<file path="config.mk">
export PLATFORM = sky130hd
export DESIGN_NAME = mux_frame_seq
export DESIGN_NICKNAME = d
export VERILOG_FILES = /design/src/rtl/mux_frame_pkg.sv /design/src/rtl/mux_frame_timer.sv /design/src/rtl/mux_pass_counter.sv /design/src/rtl/mux_frame_seq.sv
export SDC_FILE = /design/constraint.sdc
export NUM_CORES = 1
export LEC_CHECK = 0
export BUFFER_PORTS_ARGS = -buffer_cell sky130_fd_sc_hd__buf_2
export CAP_MARGIN = 20
export CORE_MARGIN = 10
export CORE_UTILIZATION = 47
export DETAILED_ROUTE_END_ITERATION = 16
export PLACE_DENSITY = 0.76
export SLEW_MARGIN = 20
export SYNTH_ARGS = -nofsm -noshare
export SYNTH_HDL_FRONTEND = slang
export SYNTH_HIERARCHICAL = 1
export SYNTH_SLANG_ARGS = --single-unit
</file>
<file path="constraint.sdc">
create_clock -name clk -period 6.4 [get_ports clk]
set_input_delay 1.28 -clock clk [delete_from_list [all_inputs] [get_ports clk]]
set_output_delay 1.28 -clock clk [all_outputs]
set_load 0.1 [all_outputs]
</file>
<file path="src/rtl/mux_frame_pkg.sv">
// Shared definitions for the multiplexer frame sequencer.
// Assumes conversion lengths of two or three ticks, stored as length-1.
package mux_frame_pkg;

    typedef enum logic {
        PH_CONV   = 1'b0,
        PH_SETTLE = 1'b1
    } phase_t;

    localparam int LEN_W = 2;
    localparam logic [LEN_W-1:0] SHORT_LEN_M1 = 2'd1;
    localparam logic [LEN_W-1:0] LONG_LEN_M1  = 2'd2;

    // Map the length select to a tick count minus one.
    function automatic logic [LEN_W-1:0] len_m1(input logic long_sel);
        return long_sel ? LONG_LEN_M1 : SHORT_LEN_M1;
    endfunction

endpackage

</file>
<file path="src/rtl/mux_frame_timer.sv">
// Frame timer: walks the conversion slots and the settle slot, one step per tick.
// Assumes tick_i is high for a single clock cycle per conversion-clock cycle.
// Settings are latched only on the tick that starts a frame.
module mux_frame_timer
    import mux_frame_pkg::*;
#(
    parameter int CH_W = 2
) (
    input  logic            clk,
    input  logic            rst_n,
    input  logic            tick_i,
    input  logic [CH_W-1:0] div_i,
    input  logic            flen_i,
    output logic            frame_begin_o,
    output logic            frame_start_o,
    output logic [CH_W-1:0] chan_o,
    output logic            settle_o,
    output logic            conv_start_o,
    output logic            conv_done_o,
    output logic [CH_W-1:0] done_idx_o
);

    phase_t            phase_q;
    logic [CH_W-1:0]   idx_q;
    logic [CH_W-1:0]   last_q;
    logic [LEN_W-1:0]  sub_q;
    logic [LEN_W-1:0]  lenm1_q;
    logic              frame_start_q;
    logic              start_q;
    logic              done_q;
    logic [CH_W-1:0]   done_idx_q;

    logic frame_begin;
    logic conv_end;
    logic last_conv;

    // Decode the events of the current tick.
    always_comb begin
        frame_begin = tick_i && (phase_q == PH_SETTLE);
        conv_end    = tick_i && (phase_q == PH_CONV) && (sub_q == lenm1_q);
        last_conv   = (idx_q == last_q);
    end

    // Advance phase, channel and sub-tick counters.
    always_ff @(posedge clk) begin
        if (!rst_n) begin
            phase_q <= PH_SETTLE;
            idx_q   <= '0;
            sub_q   <= '0;
            last_q  <= '0;
            lenm1_q <= SHORT_LEN_M1;
        end else if (frame_begin) begin
            phase_q <= PH_CONV;
            idx_q   <= '0;
            sub_q   <= '0;
            last_q  <= div_i;
            lenm1_q <= len_m1(flen_i);
        end else if (conv_end) begin
            sub_q <= '0;
            if (last_conv) begin
                phase_q <= PH_SETTLE;
            end else begin
                idx_q <= idx_q + 1'b1;
            end
        end else if (tick_i && (phase_q == PH_CONV)) begin
            sub_q <= sub_q + 1'b1;
        end
    end

    // Register the one-cycle strobes.
    always_ff @(posedge clk) begin
        if (!rst_n) begin
            frame_start_q <= 1'b0;
            start_q       <= 1'b0;
            done_q        <= 1'b0;
            done_idx_q    <= '0;
        end else begin
            frame_start_q <= frame_begin;
            start_q       <= frame_begin || (conv_end && !last_conv);
            done_q        <= conv_end;
            if (conv_end) begin
                done_idx_q <= idx_q;
            end
        end
    end

    assign frame_begin_o = frame_begin;
    assign frame_start_o = frame_start_q;
    assign chan_o        = idx_q;
    assign settle_o      = (phase_q == PH_SETTLE);
    assign conv_start_o  = start_q;
    assign conv_done_o   = done_q;
    assign done_idx_o    = done_idx_q;

    AST_SUB_IN_RANGE: assert property (@(posedge clk) disable iff (!rst_n)
        (phase_q == PH_CONV) |-> (sub_q <= lenm1_q));
    AST_SETTLE_ONE_TICK: assert property (@(posedge clk) disable iff (!rst_n)
        (settle_o && tick_i) |=> !settle_o);
    AST_CHAN_IN_FRAME: assert property (@(posedge clk) disable iff (!rst_n)
        !settle_o |-> (chan_o <= last_q));
    AST_CFG_FROZEN: assert property (@(posedge clk) disable iff (!rst_n)
        !frame_begin |=> ($stable(last_q) && $stable(lenm1_q)));
    AST_IDLE_QUIET: assert property (@(posedge clk) disable iff (!rst_n)
        !tick_i |=> (!conv_start_o && !conv_done_o && $stable(chan_o) && $stable(settle_o)));
    AST_START_ONE_CYCLE: assert property (@(posedge clk) disable iff (!rst_n)
        conv_start_o |=> !conv_start_o);
    AST_DONE_ONE_CYCLE: assert property (@(posedge clk) disable iff (!rst_n)
        conv_done_o |=> !conv_done_o);

endmodule

</file>
<file path="src/rtl/mux_pass_counter.sv">
// Pass counter: counts compute passes and flags every interval-th pass.
// Assumes frame_begin_i is a one-cycle pulse on the tick that starts a frame.
// A count input of zero is treated as one; the interval is resampled every pass.
module mux_pass_counter #(
    parameter int PRE_W = 6,
    parameter int SUM_W = 8
) (
    input  logic             clk,
    input  logic             rst_n,
    input  logic             frame_begin_i,
    input  logic [PRE_W-1:0] presamps_i,
    input  logic [SUM_W-1:0] sumcyc_i,
    output logic             xfer_busy_o
);

    localparam int TOT_W = PRE_W + SUM_W;

    logic [TOT_W-1:0] pre_eff;
    logic [TOT_W-1:0] sum_eff;
    logic [TOT_W-1:0] total;
    logic [TOT_W-1:0] pc_q;
    logic             busy_q;
    logic             wrap;

    // Form the interval length in passes.
    always_comb begin
        pre_eff = (presamps_i == '0) ? TOT_W'(1) : TOT_W'(presamps_i);
        sum_eff = (sumcyc_i == '0) ? TOT_W'(1) : TOT_W'(sumcyc_i);
        total   = pre_eff * sum_eff;
        wrap    = (pc_q >= (total - TOT_W'(1)));
    end

    // Count passes and hold the busy flag for the interval's last pass.
    always_ff @(posedge clk) begin
        if (!rst_n) begin
            pc_q   <= '0;
            busy_q <= 1'b0;
        end else if (frame_begin_i) begin
            if (wrap) begin
                pc_q   <= '0;
                busy_q <= 1'b1;
            end else begin
                pc_q   <= pc_q + TOT_W'(1);
                busy_q <= 1'b0;
            end
        end
    end

    assign xfer_busy_o = busy_q;

    AST_XFER_STEADY: assert property (@(posedge clk) disable iff (!rst_n)
        !frame_begin_i |=> $stable(xfer_busy_o));
    AST_XFER_EVERY_PASS: assert property (@(posedge clk) disable iff (!rst_n)
        (frame_begin_i && (total == TOT_W'(1))) |=> xfer_busy_o);

endmodule

</file>
<file path="src/rtl/mux_frame_seq.sv">
// Top of the multiplexer frame sequencer: frame timer plus pass counter.
// Assumes tick_i is a single-cycle enable; all outputs are registered.
module mux_frame_seq #(
    parameter int CH_W  = 2,
    parameter int PRE_W = 6,
    parameter int SUM_W = 8
) (
    input  logic             clk,
    input  logic             rst_n,
    input  logic             tick_i,
    input  logic [CH_W-1:0]  div_i,
    input  logic             flen_i,
    input  logic [PRE_W-1:0] presamps_i,
    input  logic [SUM_W-1:0] sumcyc_i,
    output logic             mux_sync_o,
    output logic [CH_W-1:0]  chan_o,
    output logic             settle_o,
    output logic             conv_start_o,
    output logic             conv_done_o,
    output logic             dmem_we_o,
    output logic [CH_W-1:0]  dmem_idx_o,
    output logic             pass_start_o,
    output logic             xfer_busy_o
);

    logic frame_begin;
    logic frame_start;
    logic done;

    mux_frame_timer #(.CH_W(CH_W)) u_timer (
        .clk           (clk),
        .rst_n         (rst_n),
        .tick_i        (tick_i),
        .div_i         (div_i),
        .flen_i        (flen_i),
        .frame_begin_o (frame_begin),
        .frame_start_o (frame_start),
        .chan_o        (chan_o),
        .settle_o      (settle_o),
        .conv_start_o  (conv_start_o),
        .conv_done_o   (done),
        .done_idx_o    (dmem_idx_o)
    );

    mux_pass_counter #(.PRE_W(PRE_W), .SUM_W(SUM_W)) u_pass (
        .clk           (clk),
        .rst_n         (rst_n),
        .frame_begin_i (frame_begin),
        .presamps_i    (presamps_i),
        .sumcyc_i      (sumcyc_i),
        .xfer_busy_o   (xfer_busy_o)
    );

    assign mux_sync_o   = frame_start;
    assign pass_start_o = frame_start;
    assign conv_done_o  = done;
    assign dmem_we_o    = done;

    AST_SYNC_WITH_CH0: assert property (@(posedge clk) disable iff (!rst_n)
        mux_sync_o |-> (conv_start_o && (chan_o == '0) && !settle_o));
    AST_DONE_IDX_NEXT: assert property (@(posedge clk) disable iff (!rst_n)
        (dmem_we_o && !settle_o) |-> (dmem_idx_o + 1'b1 == chan_o));
    AST_DONE_IDX_LAST: assert property (@(posedge clk) disable iff (!rst_n)
        (dmem_we_o && settle_o) |-> (dmem_idx_o == chan_o));
    AST_SYNC_ONE_CYCLE: assert property (@(posedge clk) disable iff (!rst_n)
        mux_sync_o |=> !mux_sync_o);

endmodule

</file>
Yosys cells after proc, flatten, opt, wreduce, memory -nomap -nowiden --
Cells that the tools add are included.
Storage, ports and cells: flip-flop bits (word level) 29, input bits 20, word-level logic and storage cells 44
Operators by class: $add $sub $neg 4, multipliers 1, magnitude comparators 1, equality and inequality tests 2, mux-type cells 8, bitwise logic cells 3, reductions and logical operators 14
Operators with widths (number):
- adder 14 x 1 -> 14 bit (second input constant) | 1
- >= comparator 14 bit | 1
- multiplier 14 x 14 -> 14 bit | 1
- two-way mux 14 bit | 1
- subtractor 14 x 1 -> 14 bit (second input constant) | 1
- logical NOT 8 bit | 1
- two-way mux 8 bit | 1
- logical NOT 6 bit | 1
- two-way mux 6 bit | 1
- adder 2 x 1 -> 2 bit (second input constant) | 2
- == test 2 bit | 2
- logical AND 1 bit | 4
- two-way mux 1 bit | 4
- AND reduction 2 bit | 2
- nonzero test 2 bit | 2
- inverter 1 bit | 3
- OR reduction 3 bit | 1
- two-way mux 2 bit | 1
- OR reduction 2 bit | 1
- logical NOT 1 bit | 1
- logical OR 1 bit | 1

Longest topological paths before layout --
Gate-level depths: netlist of the first run.
depth after elaboration 6, depth in mapped cells 25

Modules after synthesis --
The synthesis of the first run kept the hierarchy.
Modules (own cells, without submodules):
- mux_pass_counter | instances 1, cells an instance 328, area each 2738.9 um^2, sequential area each 300.3 um^2
- mux_frame_timer | instances 1, cells an instance 61, area each 569.3 um^2, sequential area each 280.3 um^2
- mux_frame_seq | instances 1, cells an instance 2, area each 15.0 um^2, sequential area each 0.0 um^2

Worst setup path before layout of the first run --
OpenSTA, ideal clock, no wires.
path kind input-to-reg, start point in sumcyc_i[4], end point reg u_pass.pc_q[6], library setup time 0.064 ns, arrival time 6.438 ns, required time 6.336 ns, path slack -0.102 ns, stages on the path 24, path buffers 1, cells stage by stage nor4_1 -> a21o_1 -> nand2_1 -> ha_1 -> fa_1 -> inv_1 -> fa_1 -> inv_1 -> fa_1 -> inv_1 -> ha_1 -> o21ai_0 -> a21oi_1 -> o41ai_4 -> nor2_1 -> a211oi_1 -> ha_1 -> a21o_1 -> a21o_1 -> a221o_1 -> a21oi_2 -> o21ai_2 -> buf_6 -> nor2_1
Between the ends: longest elaborated chain between the ends 6
RTL lines:
- start: declaration | line mux_frame_seq.sv:14 | input logic [SUM_W-1:0] sumcyc_i,
- logical NOT 8 bit | line mux_pass_counter.sv:28 | sum_eff = (sumcyc_i == '0) ? TOT_W'(1) : TOT_W'(sumcyc_i);
- two-way mux 8 bit * | line mux_pass_counter.sv:28
- multiplier 14 x 14 -> 14 bit * | line mux_pass_counter.sv:29 | total = pre_eff * sum_eff;
- subtractor 14 x 1 -> 14 bit * | line mux_pass_counter.sv:30 | wrap = (pc_q >= (total - TOT_W'(1)));
- >= comparator 14 bit * | line mux_pass_counter.sv:30
- two-way mux 14 bit * | line mux_pass_counter.sv:39 | if (wrap) begin
- end signal: assignment | line mux_pass_counter.sv:43 | pc_q <= pc_q + TOT_W'(1);
- end: declaration | line mux_pass_counter.sv:21 | logic [TOT_W-1:0] pc_q;
Every way passes the cells marked *; elsewhere a longest branch is shown, timed or not. A chain may end at the register's enable or synchronous reset.

Worst setup path after layout of the first run --
start point in sumcyc_i[6], end point reg u_pass.pc_q[2]
The elaborated chain is that of the path after synthesis.

==> summary.md, run 1 <==
| Metric | Value |
|---|---|
| Achievable frequency | `161 MHz` |
| Req. time, crit path | `6.61 ns` |
| Clk buf depth | `2` |
| Post-layout net count | `546` |
| Die X | `104 µm` |
| Pwr Density | `315 nW/µm²` |
| Finished Layout Cells | `548` |
| Peak VDD IR | `0.219 mV` |
| First-pass GRT wire length | `12400 µm` |
| Io pins | `31` |
| Die ar. | `10800 µm²` |
| Worst Slack Setup Final | `0.186 ns` |
| Primary FF master, synth | `dfxtp_1` |
| Yosys Warn Count | `6` |
| Sw Ratio | `0.442` |
| Die Span Y | `104 µm` |
| CP Data Arrival Time | `6.42 ns` |
| Sum Neg Setup Slack | `0 ns` |
| DRC | `0` |
| Gr usage total | `0.130` |
| Final setup violating endpoints | `0` |
| Power Internal | `0.703 mW` |
| Yosys reg bits | `29` |
| Core Rows | `30` |
| Comb power frac | `0.720` |
| Fin. Hold Viols | `0` |
| Synth Area per Inst | `8.50 µm²` |
| Final core utilization | `0.586` |
| Synth cell types | `48` |
| Most common cell in the netlist | `nand2_1` |
| Vias/cell | `5.06` |
| Initial antenna violation count | `0` |
| Syn Inst Count | `391` |
| Pre-antenna DRT Iters | `4` |
| Final Critical Period | `6.21 ns` |
| Synth top area share | `0.184` |
| Outcome | `complete, no violations` |
| Worst flop-to-flop path endpoint | `u_pass/pc_q[2]$_SDFFE_PN0P_` |
| Clock transition at the registers of the reported paths | `0.06 ns` |
| Reg2reg path depth | `8` |
| Async S/R FF share, synth | `0` |
| Worst slack, placed | `-0.314 ns` |
| Worst-Margin Slew | `0.490 ns` |
| Root cell of the clock tree | `clkbuf_8` |
| Antenna Nets Post-Route | `0` |
| Yosys top cell by area | `ha_1` |
| Final worst-path cycle share | `0.971` |
| Max-slew violation count | `0` |
| Startpoint types | `primary input` |
| Area grow syn2layout | `20.6%` |
| Top cells by count, synth | `nand2_1, ha_1, inv_1` |
| Placed cell count | `540` |
| Worst setup path start | `sumcyc_i[6]` |
| Starting Density | `0.486` |
| NetSw | `0.557 mW` |
| Antenna fix cells | `0` |
| Initial DRC count | `88` |
| MaxCap Viol Count | `0` |
| DP HPWL | `5700 µm` |
| Wire length per cell | `12.5 µm` |
| Sequential area share after synthesis | `0.175` |
| Largest net degree at the start of global routing | `14` |
| Overall routed net length | `6860 µm` |
| Setup Skew | `0.00744 ns` |
| Post-synth EDFFs | `0` |
| Worst R2R Start | `u_pass/pc_q[11]$_SDFFE_PN0P_` |
| CTS Sinks | `29` |
| Global route overflow | `0` |
| Critical Path End Type | `flip-flop` |
| Final GP Congestion | `0.875` |
| TritonCTS clock tree | `built` |
| Vias in the first global route | `2908` |
| Relative slew slack | `0.675` |
| Worst setup path end | `u_pass/pc_q[2]$_SDFFE_PN0P_` |
| Part of the power in the clock network | `0.130` |
| Synth area leaders | `ha_1, dfxtp_1, fa_1, nand2_1, inv_1` |
| Hold/Removal Path Class | `reg -> reg` |
| Share of layout cells above drive strength 1 | `0.230` |
| Latest clock arrival within the worst-skew pair | `0.28 ns` |
| Vias post-DR | `2773` |
| Hold buffer count at cts | `0` |
| Crit Path Category | `in -> reg` |
| R2R setup slack | `4.45 ns` |
| CTS HTree Levels | `2` |
| Reg power frac | `0.150` |
| Leakage | `2.00 nW` |
| PortBufs | `30` |
| Net Count, Synth | `486` |
| Worst Path Max Fanout | `4` |
| Total power draw | `1.26 mW` |
| Synthesized area | `3320 µm²` |
| CTS Buf Count | `5` |
| Core ar. | `6830 µm²` |
## cell usage in the layout (no fill, tap or decap), types with 3 or more instances in the layout
| master | synthesis | routed |
|---|---|---|
| inv_1 | 48 | 45 |
| xor2_1 | 17 | 16 |
| nand3_1 | 5 | 4 |
| nor2_1 | 31 | 30 |
| nor2b_1 | 3 | 3 |
| nand2b_1 | 7 | 7 |
| and3_1 | 4 | 4 |
| o21ai_1 | 0 | 3 |
| nand2_1 | 56 | 55 |
| clkbuf_8 | 0 | 7 |
| inv_2 | 2 | 5 |
| dfxtp_1 | 29 | 29 |
| a211oi_2 | 1 | 3 |
| buf_2 | 1 | 29 |
| nor3_1 | 6 | 5 |
| a21oi_1 | 14 | 13 |
| buf_4 | 2 | 29 |
| mux2i_1 | 3 | 3 |
| o21ai_0 | 9 | 4 |
| xnor2_1 | 10 | 10 |
| nand4_1 | 4 | 4 |
| a21o_1 | 9 | 9 |
| ha_1 | 49 | 45 |
| and2_1 | 20 | 18 |
| fa_1 | 26 | 26 |
## worst min-delay path by stage
stage	end	slack [ns]	start	cells past startpoint
after floorplan	u_timer/lenm1_q[1]$_SDFFE_PN0P_	0.45	u_timer/lenm1_q[1]$_SDFFE_PN0P_	2
after global placement	u_pass/xfer_busy_o$_SDFFE_PN0P_	0.46	u_pass/xfer_busy_o$_SDFFE_PN0P_	1
after detailed placement	u_timer/lenm1_q[1]$_SDFFE_PN0P_	0.46	u_timer/lenm1_q[1]$_SDFFE_PN0P_	2
after CTS	u_timer/lenm1_q[1]$_SDFFE_PN0P_	0.47	u_timer/lenm1_q[1]$_SDFFE_PN0P_	2
after global routing	u_timer/lenm1_q[1]$_SDFFE_PN0P_	0.49	u_timer/lenm1_q[1]$_SDFFE_PN0P_	2
final	u_timer/lenm1_q[1]$_SDFFE_PN0P_	0.47	u_timer/lenm1_q[1]$_SDFFE_PN0P_	2
## critical path, stage by stage
cell and delay (ns):
buf_2 0.11, nor4_2 0.27, a21o_1 0.20, nand2_1 0.09, fa_1 0.57, inv_1 0.06, fa_1 0.46, fa_1 0.52
inv_1 0.05, ha_1 0.32, nor2b_1 0.15, o21ai_2 0.16, a21oi_2 0.10, o41ai_4 0.30, buf_4 0.20, a211oi_2 0.07
ha_1 0.30, a21o_1 0.18, a21o_1 0.17, a221o_1 0.35, a21oi_4 0.18, buf_6 0.14, o21ai_1 0.07, a21boi_1 0.14
## metal layers
layer	global-route usage	vias to the layer above	wire (µm)
li1	-	1408	-
met1	0.158	1294	3120
met2	0.224	57	3320
met3	0.0223	14	245
met4	0.0497	0	168
met5	0	-	0
## registers in the layout, indices dropped and copies added, names as in the netlist
name / count
u_timer/settle_o: 1
u_timer/last_q: 2
u_timer/conv_done_o: 1
u_pass/xfer_busy_o: 1
u_timer/frame_start_o: 1
u_pass/pc_q: 14
u_timer/conv_start_o: 1
u_timer/sub_q: 2
u_timer/done_idx_o: 2
u_timer/chan_o: 2
u_timer/lenm1_q: 2
## power by group through the flow
| stage | clock network [mW] | registers, mW | logic [mW] |
|---|---|---|---|
| global route | 0.176 | 0.190 | 1.02 |
| detailed placement | 0 | 0.193 | 0.825 |
| floorplan | 0 | 0.206 | 0.589 |
| CTS | 0.169 | 0.189 | 0.841 |
| finish | 0.163 | 0.189 | 0.908 |
| global placement | 0 | 0.193 | 0.800 |
## logic make-up after synthesis
kind of cell,share of synthesized area
XOR/XNOR,0.0712
AO/OA/AOI/OAI,0.123
flip-flops,0.175
buffers and inverters,0.0697
AND/OR/NAND/NOR,0.207
adder cells (fa/ha/maj),0.341
multiplexers,0.0124
## final cells by class
| type | instances | area [µm²] |
|---|---|---|
| fill | 606 | 2830 |
| multi-input combinational | 305 | 2640 |
| sequential | 29 | 581 |
| timing repair buffer | 60 | 382 |
| inverter | 50 | 188 |
| tap | 96 | 120 |
| clock buffer | 7 | 96.3 |
| clock inverter | 1 | 5.00 |
## per-stage QoR
step | hold WS, ns | instance area, µm²
after floorplan | 0.448 | 3360
after global placement | 0.459 | 3810
after detailed placement | 0.462 | 3810
after CTS | 0.471 | 3920
after global routing | 0.490 | 4010
final | 0.471 | 4010
## what timing repair did
action                                  in CTS  in global routing
gates resized for setup                      3                 28
buffers inserted                             0                  1
pin swaps                                    1                 27
endpoints found under the setup margin       3                 15
endpoints found under the hold margin        0                  0
(Power assumes the default switching activity.)
==> inputs of run 2 (changes only) <==
--- a/config.mk
+++ b/config.mk
@@ -5,12 +5,12 @@
 export SDC_FILE = /design/constraint.sdc
 export NUM_CORES = 1
 export LEC_CHECK = 0
-export BUFFER_PORTS_ARGS = -buffer_cell sky130_fd_sc_hd__buf_2
 export CAP_MARGIN = 20
 export CORE_MARGIN = 10
 export CORE_UTILIZATION = 47
 export DETAILED_ROUTE_END_ITERATION = 16
-export PLACE_DENSITY = 0.76
+export DONT_BUFFER_PORTS = 1
+export PLACE_DENSITY = 0.72
 export SLEW_MARGIN = 20
 export SYNTH_ARGS = -nofsm -noshare
 export SYNTH_HDL_FRONTEND = slang
==> run 2 against run 1 <==
  * Power shrank 6.8%
  * Critical path type unchanged
  * Hold slack gained 0.0033 ns
  * Flip-flop and latch count is the same
  * Largest cell class unchanged
  * Highest routed layer unchanged
==> summary.md, run 2 (synthesis results as in run 1) <==
| Metric | Value |
|---|---|
| Req. time, crit path | `6.61 ns (about the same)` |
| Power Internal | `0.657 mW (-6.6%)` |
| Die ar. | `10800 µm² (unchanged)` |
| NetSw | `0.518 mW (-7.0%)` |
| MaxCap Viol Count | `0 (unchanged)` |
| Sink of the worst hold path | `u_timer/last_q[1]$_SDFFE_PN0P_` |
| Fin. Hold Viols | `0 (unchanged)` |
| DRC | `0 (unchanged)` |
| CP Data Arrival Time | `6.38 ns (-0.04 ns)` |
| Outcome | `complete, no violations` |
| Crit Path Category | `in -> reg` |
| Final worst-path cycle share | `0.964 (-0.00651)` |
| Crit-path max cell delay | `0.53 ns (-0.04 ns)` |
| Antenna fix cells | `0 (unchanged)` |
| Reg2reg path depth | `7 (-1)` |
| Initial antenna violation count | `0 (unchanged)` |
| Post-layout net count | `501 (-8.2%)` |
| Area grow syn2layout | `10.8%` |
| Gr usage total | `0.125 (-0.00562)` |
| Io pins | `31 (unchanged)` |
| Sum Neg Setup Slack | `0 ns (unchanged)` |
| Vias post-DR | `2589 (-6.6%)` |
| Core Rows | `30 (unchanged)` |
| Relative slew slack | `0.238 (-0.438)` |
| Final setup violating endpoints | `0 (unchanged)` |
| Part of the power in the clock network | `0.128 (-0.002)` |
| Worst R2R Start | `u_timer/settle_o$_SDFFE_PN1P_` |
| Core ar. | `6830 µm² (unchanged)` |
| Startpoint types | `primary input` |
| Root cell of the clock tree | `clkbuf_8` |
| Placed cell count | `494 (-8.5%)` |
| Final Critical Period | `6.17 ns (-0.0417 ns)` |
| Antenna Nets Post-Route | `0 (unchanged)` |
| Comb power frac | `0.696 (-0.024)` |
| CTS Sinks | `29 (unchanged)` |
| Worst-Margin Slew | `1.14 ns (+0.651 ns)` |
| Max reg flops | `14 (unchanged)` |
| Reg power frac | `0.176 (+0.026)` |
| CP bufs+invs | `4 (-1)` |
| Setup Skew | `0.00441 ns (-0.00303 ns)` |
| Leading cell type in the layout, fill and taps excluded | `nand2_1` |
| CTS HTree Levels | `2 (unchanged)` |
| Global route overflow | `0 (unchanged)` |
| Peak VDD IR | `0.217 mV (-0.57%)` |
| Largest reg by FF count | `u_pass/pc_q` |
| Pre-antenna DRT Iters | `4 (unchanged)` |
| Finished Layout Cells | `502 (-8.4%)` |
| Area after DPL | `3540 µm² (-7.0%)` |
| Achievable frequency | `162 MHz (+0.67%)` |
| Max-slew violation count | `0 (unchanged)` |
| Largest net degree at the start of global routing | `14 (unchanged)` |
| Most frequent cells in the layout | `nand2_1, inv_1, ha_1` |
| Worst Min Path Start | `u_timer/last_q[1]$_SDFFE_PN0P_` |
| Share of layout cells above drive strength 1 | `0.116 (-0.114)` |
| First-pass GRT wire length | `11700 µm (-5.4%)` |
| Latest clock arrival within the worst-skew pair | `0.28 ns (about the same)` |
| Hold/Removal Path Class | `reg -> reg` |
| Vias/cell | `5.16 (+1.9%)` |
| Die Span Y | `104 µm (unchanged)` |
| CTS Buf Count | `5 (unchanged)` |
| Worst Path Max Fanout | `7 (+3)` |
| Clk buf depth | `2 (unchanged)` |
| Critical-path cell list | `nor4_4, a21o_1, nand2_2, ha_4, fa_1, inv_1, fa_1, inv_1, fa_1, inv_1, ha_4, o21ai_4, a21oi_2, o41ai_4, nor2_1, a211oi_2, ha_1, a21o_1, a21o_1, a221o_1, a21oi_2, buf_4, nand3_1, a21boi_0` |
| Total power draw | `1.18 mW (-6.8%)` |
| Overall routed net length | `6670 µm (-2.7%)` |
| Sw Ratio | `0.441 (-0.00121)` |
| Wire length per cell | `13.3 µm (+6.2%)` |
| Cell family with most CP delay | `adder cells` |
| Vias in the first global route | `2693 (-7.4%)` |
| PortBufs | `0 (-100%)` |
| Critical Path End Type | `flip-flop` |
| DP HPWL | `5510 µm (-3.3%)` |
| Die X | `104 µm (unchanged)` |
| Hold buffer count at cts | `0 (unchanged)` |
| Worst flop-to-flop path endpoint | `u_pass/pc_q[10]$_SDFFE_PN0P_` |
| Initial DRC count | `78 (-11%)` |
| Clock transition at the registers of the reported paths | `0.06 ns (about the same)` |
| Post-route cell area | `3680 µm² (-8.1%)` |
| Starting Density | `0.486 (unchanged)` |
| Slowest CP cell | `fa_1` |
| WHS Path Cells | `2 (unchanged)` |
| Pwr Density | `319 nW/µm² (+1.4%)` |
| Final GP Congestion | `0.795 (-9.1%)` |
| Hold_ws | `0.474 ns (+0.00325 ns)` |
| Leakage | `1.78 nW (-11%)` |
| R2R setup slack | `3.63 ns (-0.82 ns)` |
| TritonCTS clock tree | `built` |
## run 2: cell count changes in the layout (fill, tap and decap cells not counted), moves of 3 or more
cell / previous run / this run
inv_1: 45 / 48
buf_4: 29 / 15
inv_2: 5 / 2
buf_2: 29 / 0
## run 2: tightest hold or removal path, stage by stage, from the launching register on
cell and delay, ns:
dfxtp_1 0.32, nand2_1 0.05, a21oi_1 0.06
## run 2: power groups by stage
stage / combinational (mW) / sequential (mW) / clock (mW)
floorplan: 0.589 / 0.206 / 0
global placement: 0.753 / 0.210 / 0
detailed placement: 0.774 / 0.211 / 0
CTS: 0.782 / 0.207 / 0.155
global route: 0.937 / 0.207 / 0.160
finish: 0.818 / 0.207 / 0.150
## run 2: routing by layer
layer | track usage | vias to the layer above | wire (µm)
li1 | - | 1313 | -
met5 | 0 | - | 0
met1 | 0.142 | 1214 | 2880
met2 | 0.216 | 52 | 3240
met3 | 0.0353 | 10 | 441
met4 | 0.0467 | 0 | 108
## run 2: layout make-up
class	count	area [µm²]
inverter	50	188
timing repair buffer	15	113
multi-input combinational	305	2590
sequential	29	583
fill	651	3150
clock buffer	7	86.3
tap	96	120
## run 2: what timing repair did
action                                  CTS  global route
gates resized for setup                   0            11
endpoints found under the setup margin    0            15
setup buffers                             0             1
## run 2: how the worst max path moves through the flow
stage	to	start	slack (ns)	cells past startpoint
2_1_floorplan	u_pass/pc_q[6]$_SDFFE_PN0P_	sumcyc_i[4]	0.01	24
3_3_place_gp	u_pass/pc_q[1]$_SDFFE_PN0P_	sumcyc_i[4]	0.007	24
3_5_place_dp	u_pass/pc_q[1]$_SDFFE_PN0P_	sumcyc_i[4]	-0.16	23
4_1_cts	u_pass/pc_q[1]$_SDFFE_PN0P_	sumcyc_i[4]	0.12	23
5_1_grt	u_pass/pc_q[1]$_SDFFE_PN0P_	sumcyc_i[4]	-0.01	24
6_report	u_pass/pc_q[0]$_SDFFE_PN0P_	sumcyc_i[4]	0.23	24
## run 2: through the flow
| step | setup slack, ns | utilization |
|---|---|---|
| 2_1_floorplan | 0.0116 | - |
| 3_3_place_gp | 0.00680 | 0.518 |
| 3_5_place_dp | -0.164 | 0.518 |
| 4_1_cts | 0.123 | 0.531 |
| 5_1_grt | -0.0123 | 0.539 |
| 6_report | 0.228 | 0.539 |
==> inputs of run 3 (changes only) <==
==> constraint.sdc (replaced) <==
create_clock -name clk -period 6.4 [get_ports clk]
set_input_delay 1.28 -clock clk [delete_from_list [all_inputs] [get_ports clk]]
set_output_delay 1.28 -clock clk [all_outputs]
set_load 0.005 [all_outputs]
==> run 3 against run 2 <==
  * First-iteration DRC count decreased by 21%
  * Wire length decreased by 2.7%
  * Final cell count unchanged
  * Largest power group unchanged
  * Critical endpoint is now u_pass/pc_q[2]$_SDFFE_PN0P_
==> summary.md, run 3 (synthesis results as in run 1) <==
| Metric | Value |
|---|---|
| CTS HTree Levels | `2 (unchanged)` |
| CTS Buf Count | `5 (unchanged)` |
| DRC | `0 (unchanged)` |
| Startpoint types | `primary input` |
| Met3 usage | `0.0397 (+0.00434)` |
| Area grow syn2layout | `10.5%` |
| Setup Skew | `0.00644 ns (+0.00203 ns)` |
| Starting Density | `0.486 (unchanged)` |
| Io pins | `31 (unchanged)` |
| RSZ-0062 raised after global routing | `yes` |
| Initial DRC count | `62 (-21%)` |
| MaxCap Viol Count | `0 (unchanged)` |
| Worst Path Max Fanout | `7 (unchanged)` |
| Die Span Y | `104 µm (unchanged)` |
| Die ar. | `10800 µm² (unchanged)` |
| Vias in the first global route | `2591 (-3.8%)` |
| Worst-Margin Slew | `0.487 ns (-0.655 ns)` |
| PortBufs | `0 (unchanged)` |
| Post-CTS Setup Repair Bufs | `0 (unchanged)` |
| CTS Sinks | `29 (unchanged)` |
| First-pass GRT wire length | `11600 µm (-0.65%)` |
| CP bufs+invs | `5 (+1)` |
| Final setup violating endpoints | `0 (unchanged)` |
| Vias/cell | `5.10 (-1.1%)` |
| Vias post-DR | `2561 (-1.1%)` |
| Share of layout cells above drive strength 1 | `0.111 (-0.00493)` |
| Root cell of the clock tree | `clkbuf_8` |
| Sum Neg Setup Slack | `0 ns (unchanged)` |
| Antenna Nets Post-Route | `0 (unchanged)` |
| Largest reg by FF count | `u_pass/pc_q` |
| Req. time, crit path | `6.61 ns (about the same)` |
| NetSw | `0.501 mW (-3.2%)` |
| Layer with the highest usage | `met2` |
| Peak VDD IR | `0.208 mV (-4.3%)` |
| Final worst-path cycle share | `0.958 (-0.00674)` |
| Clock transition at the registers of the reported paths | `0.06 ns (about the same)` |
| Critical Path End Type | `flip-flop` |
| Antenna fix cells | `0 (unchanged)` |
| Relative slew slack | `0.673 (+0.435)` |
| Final GP Congestion | `0.791 (-0.53%)` |
| Met1 Use GR | `0.145 (+0.00304)` |
| DP HPWL | `5440 µm (-1.3%)` |
| TritonCTS clock tree | `built` |
| Hold buffer count at cts | `0 (unchanged)` |
| Power Internal | `0.643 mW (-2.1%)` |
| Pre-antenna DRT Iters | `4 (unchanged)` |
| Cell family with most CP delay | `adder cells` |
| Max-slew violation count | `0 (unchanged)` |
| Sw Ratio | `0.438 (-0.00274)` |
| Latest clock arrival within the worst-skew pair | `0.28 ns (about the same)` |
| Outcome | `complete, no violations` |
| Multi-input logic area | `2600 µm² (+0.19%)` |
| Leading cell type in the layout, fill and taps excluded | `nand2_1` |
| Register Area | `581 µm² (-0.43%)` |
| Part of the power in the clock network | `0.124 (-0.004)` |
| Post-CTS resize count | `0 (unchanged)` |
| Die X | `104 µm (unchanged)` |
| Wire length per cell | `12.9 µm (-2.7%)` |
| Post-layout net count | `500 (-0.20%)` |
| Fin. Hold Viols | `0 (unchanged)` |
| Crit-path max cell delay | `0.54 ns (about the same)` |
| Achievable frequency | `163 MHz (+0.70%)` |
| Reg power frac | `0.166 (-0.010)` |
| GR Util met2 | `0.207 (-0.00901)` |
| Total power draw | `1.14 mW (-2.6%)` |
| Critical-path cell list | `nor4_4, a21o_1, nand2_2, ha_4, fa_1, inv_1, fa_1, inv_1, fa_1, inv_1, ha_4, o21ai_2, a21oi_2, o41ai_4, buf_4, a211oi_2, ha_1, a21o_1, a21o_1, a221o_1, a21oi_2, buf_4, o21ai_0, a21boi_0` |
| Pwr Density | `312 nW/µm² (-2.3%)` |
| R2R setup slack | `4.42 ns (+0.79 ns)` |
| Core ar. | `6830 µm² (unchanged)` |
| Largest net degree at the start of global routing | `14 (unchanged)` |
| Overall routed net length | `6490 µm (-2.7%)` |
| Crit Path Category | `in -> reg` |
| Gr usage total | `0.124 (-0.000996)` |
| Most frequent cells in the layout | `nand2_1, inv_1, ha_1` |
| Comb power frac | `0.710 (+0.014)` |
| Hold/Removal Path Class | `reg -> reg` |
| Global route overflow | `0 (unchanged)` |
| Initial antenna violation count | `0 (unchanged)` |
| Final Critical Period | `6.13 ns (-0.0431 ns)` |
| Layout filler cell count | `676 (+3.8%)` |
| CP Data Arrival Time | `6.34 ns (-0.04 ns)` |
| Core Rows | `30 (unchanged)` |
| Leakage | `1.78 nW (-0.54%)` |
| Slowest CP cell | `fa_1` |
| Clk buf depth | `2 (unchanged)` |
| Max reg flops | `14 (unchanged)` |
run 3: area by class of cell:
cell class | count | area share
flip-flops and latches | 29 | 0.158
multi-input cells | 305 | 0.708
clock buffers | 8 | 0.0218
well taps | 96 | 0.0327
inverters | 50 | 0.0511
repair buffers | 14 | 0.0286
run 3: through the flow:
step,hold WS [ns],cell area [µm²],cells,setup slack [ns],utilization
6_report,0.473,3670,502,0.271,0.537
5_1_grt,0.501,3670,502,0.0152,0.537
4_1_cts,0.477,3620,502,0.143,0.529
3_5_place_dp,0.469,3540,494,-0.128,0.518
3_3_place_gp,0.456,3540,494,0.00244,0.518
2_1_floorplan,0.448,3360,391,0.0116,-
run 3: worst paths after layout:
check	endpoint	depth (start not counted)	from
worst min register to register	u_timer/lenm1_q[1]$_SDFFE_PN0P_	2	u_timer/lenm1_q[1]$_SDFFE_PN0P_
worst max register to register	u_pass/pc_q[2]$_SDFFE_PN0P_	8	u_pass/pc_q[11]$_SDFFE_PN0P_
worst max-delay path	u_pass/pc_q[2]$_SDFFE_PN0P_	24	sumcyc_i[4]
worst min-delay path	u_timer/lenm1_q[1]$_SDFFE_PN0P_	2	u_timer/lenm1_q[1]$_SDFFE_PN0P_
run 3: layer usage:
metal	wire, µm	up-vias
li1	-	1312
met1	2830	1196
met2	3120	45
met3	457	8
met4	87	0
met5	0	-
run 3: power by group through the flow:
stage               combinational, mW  clock [mW]  sequential [mW]
floorplan                       0.585           0            0.193
global placement                0.754           0            0.194
detailed placement              0.771           0            0.194
CTS                             0.781       0.145            0.190
global route                    0.933       0.151            0.191
finish                          0.813       0.142            0.190
run 3: worst reg2reg max path, cell delays in order, from the launching register on:
cell	delay, ns
dfxtp_1	0.40
ha_1	0.27
a21o_1	0.18
a21o_1	0.16
a221o_1	0.35
a21oi_2	0.17
buf_4	0.15
o21ai_0	0.07
a21boi_0	0.15
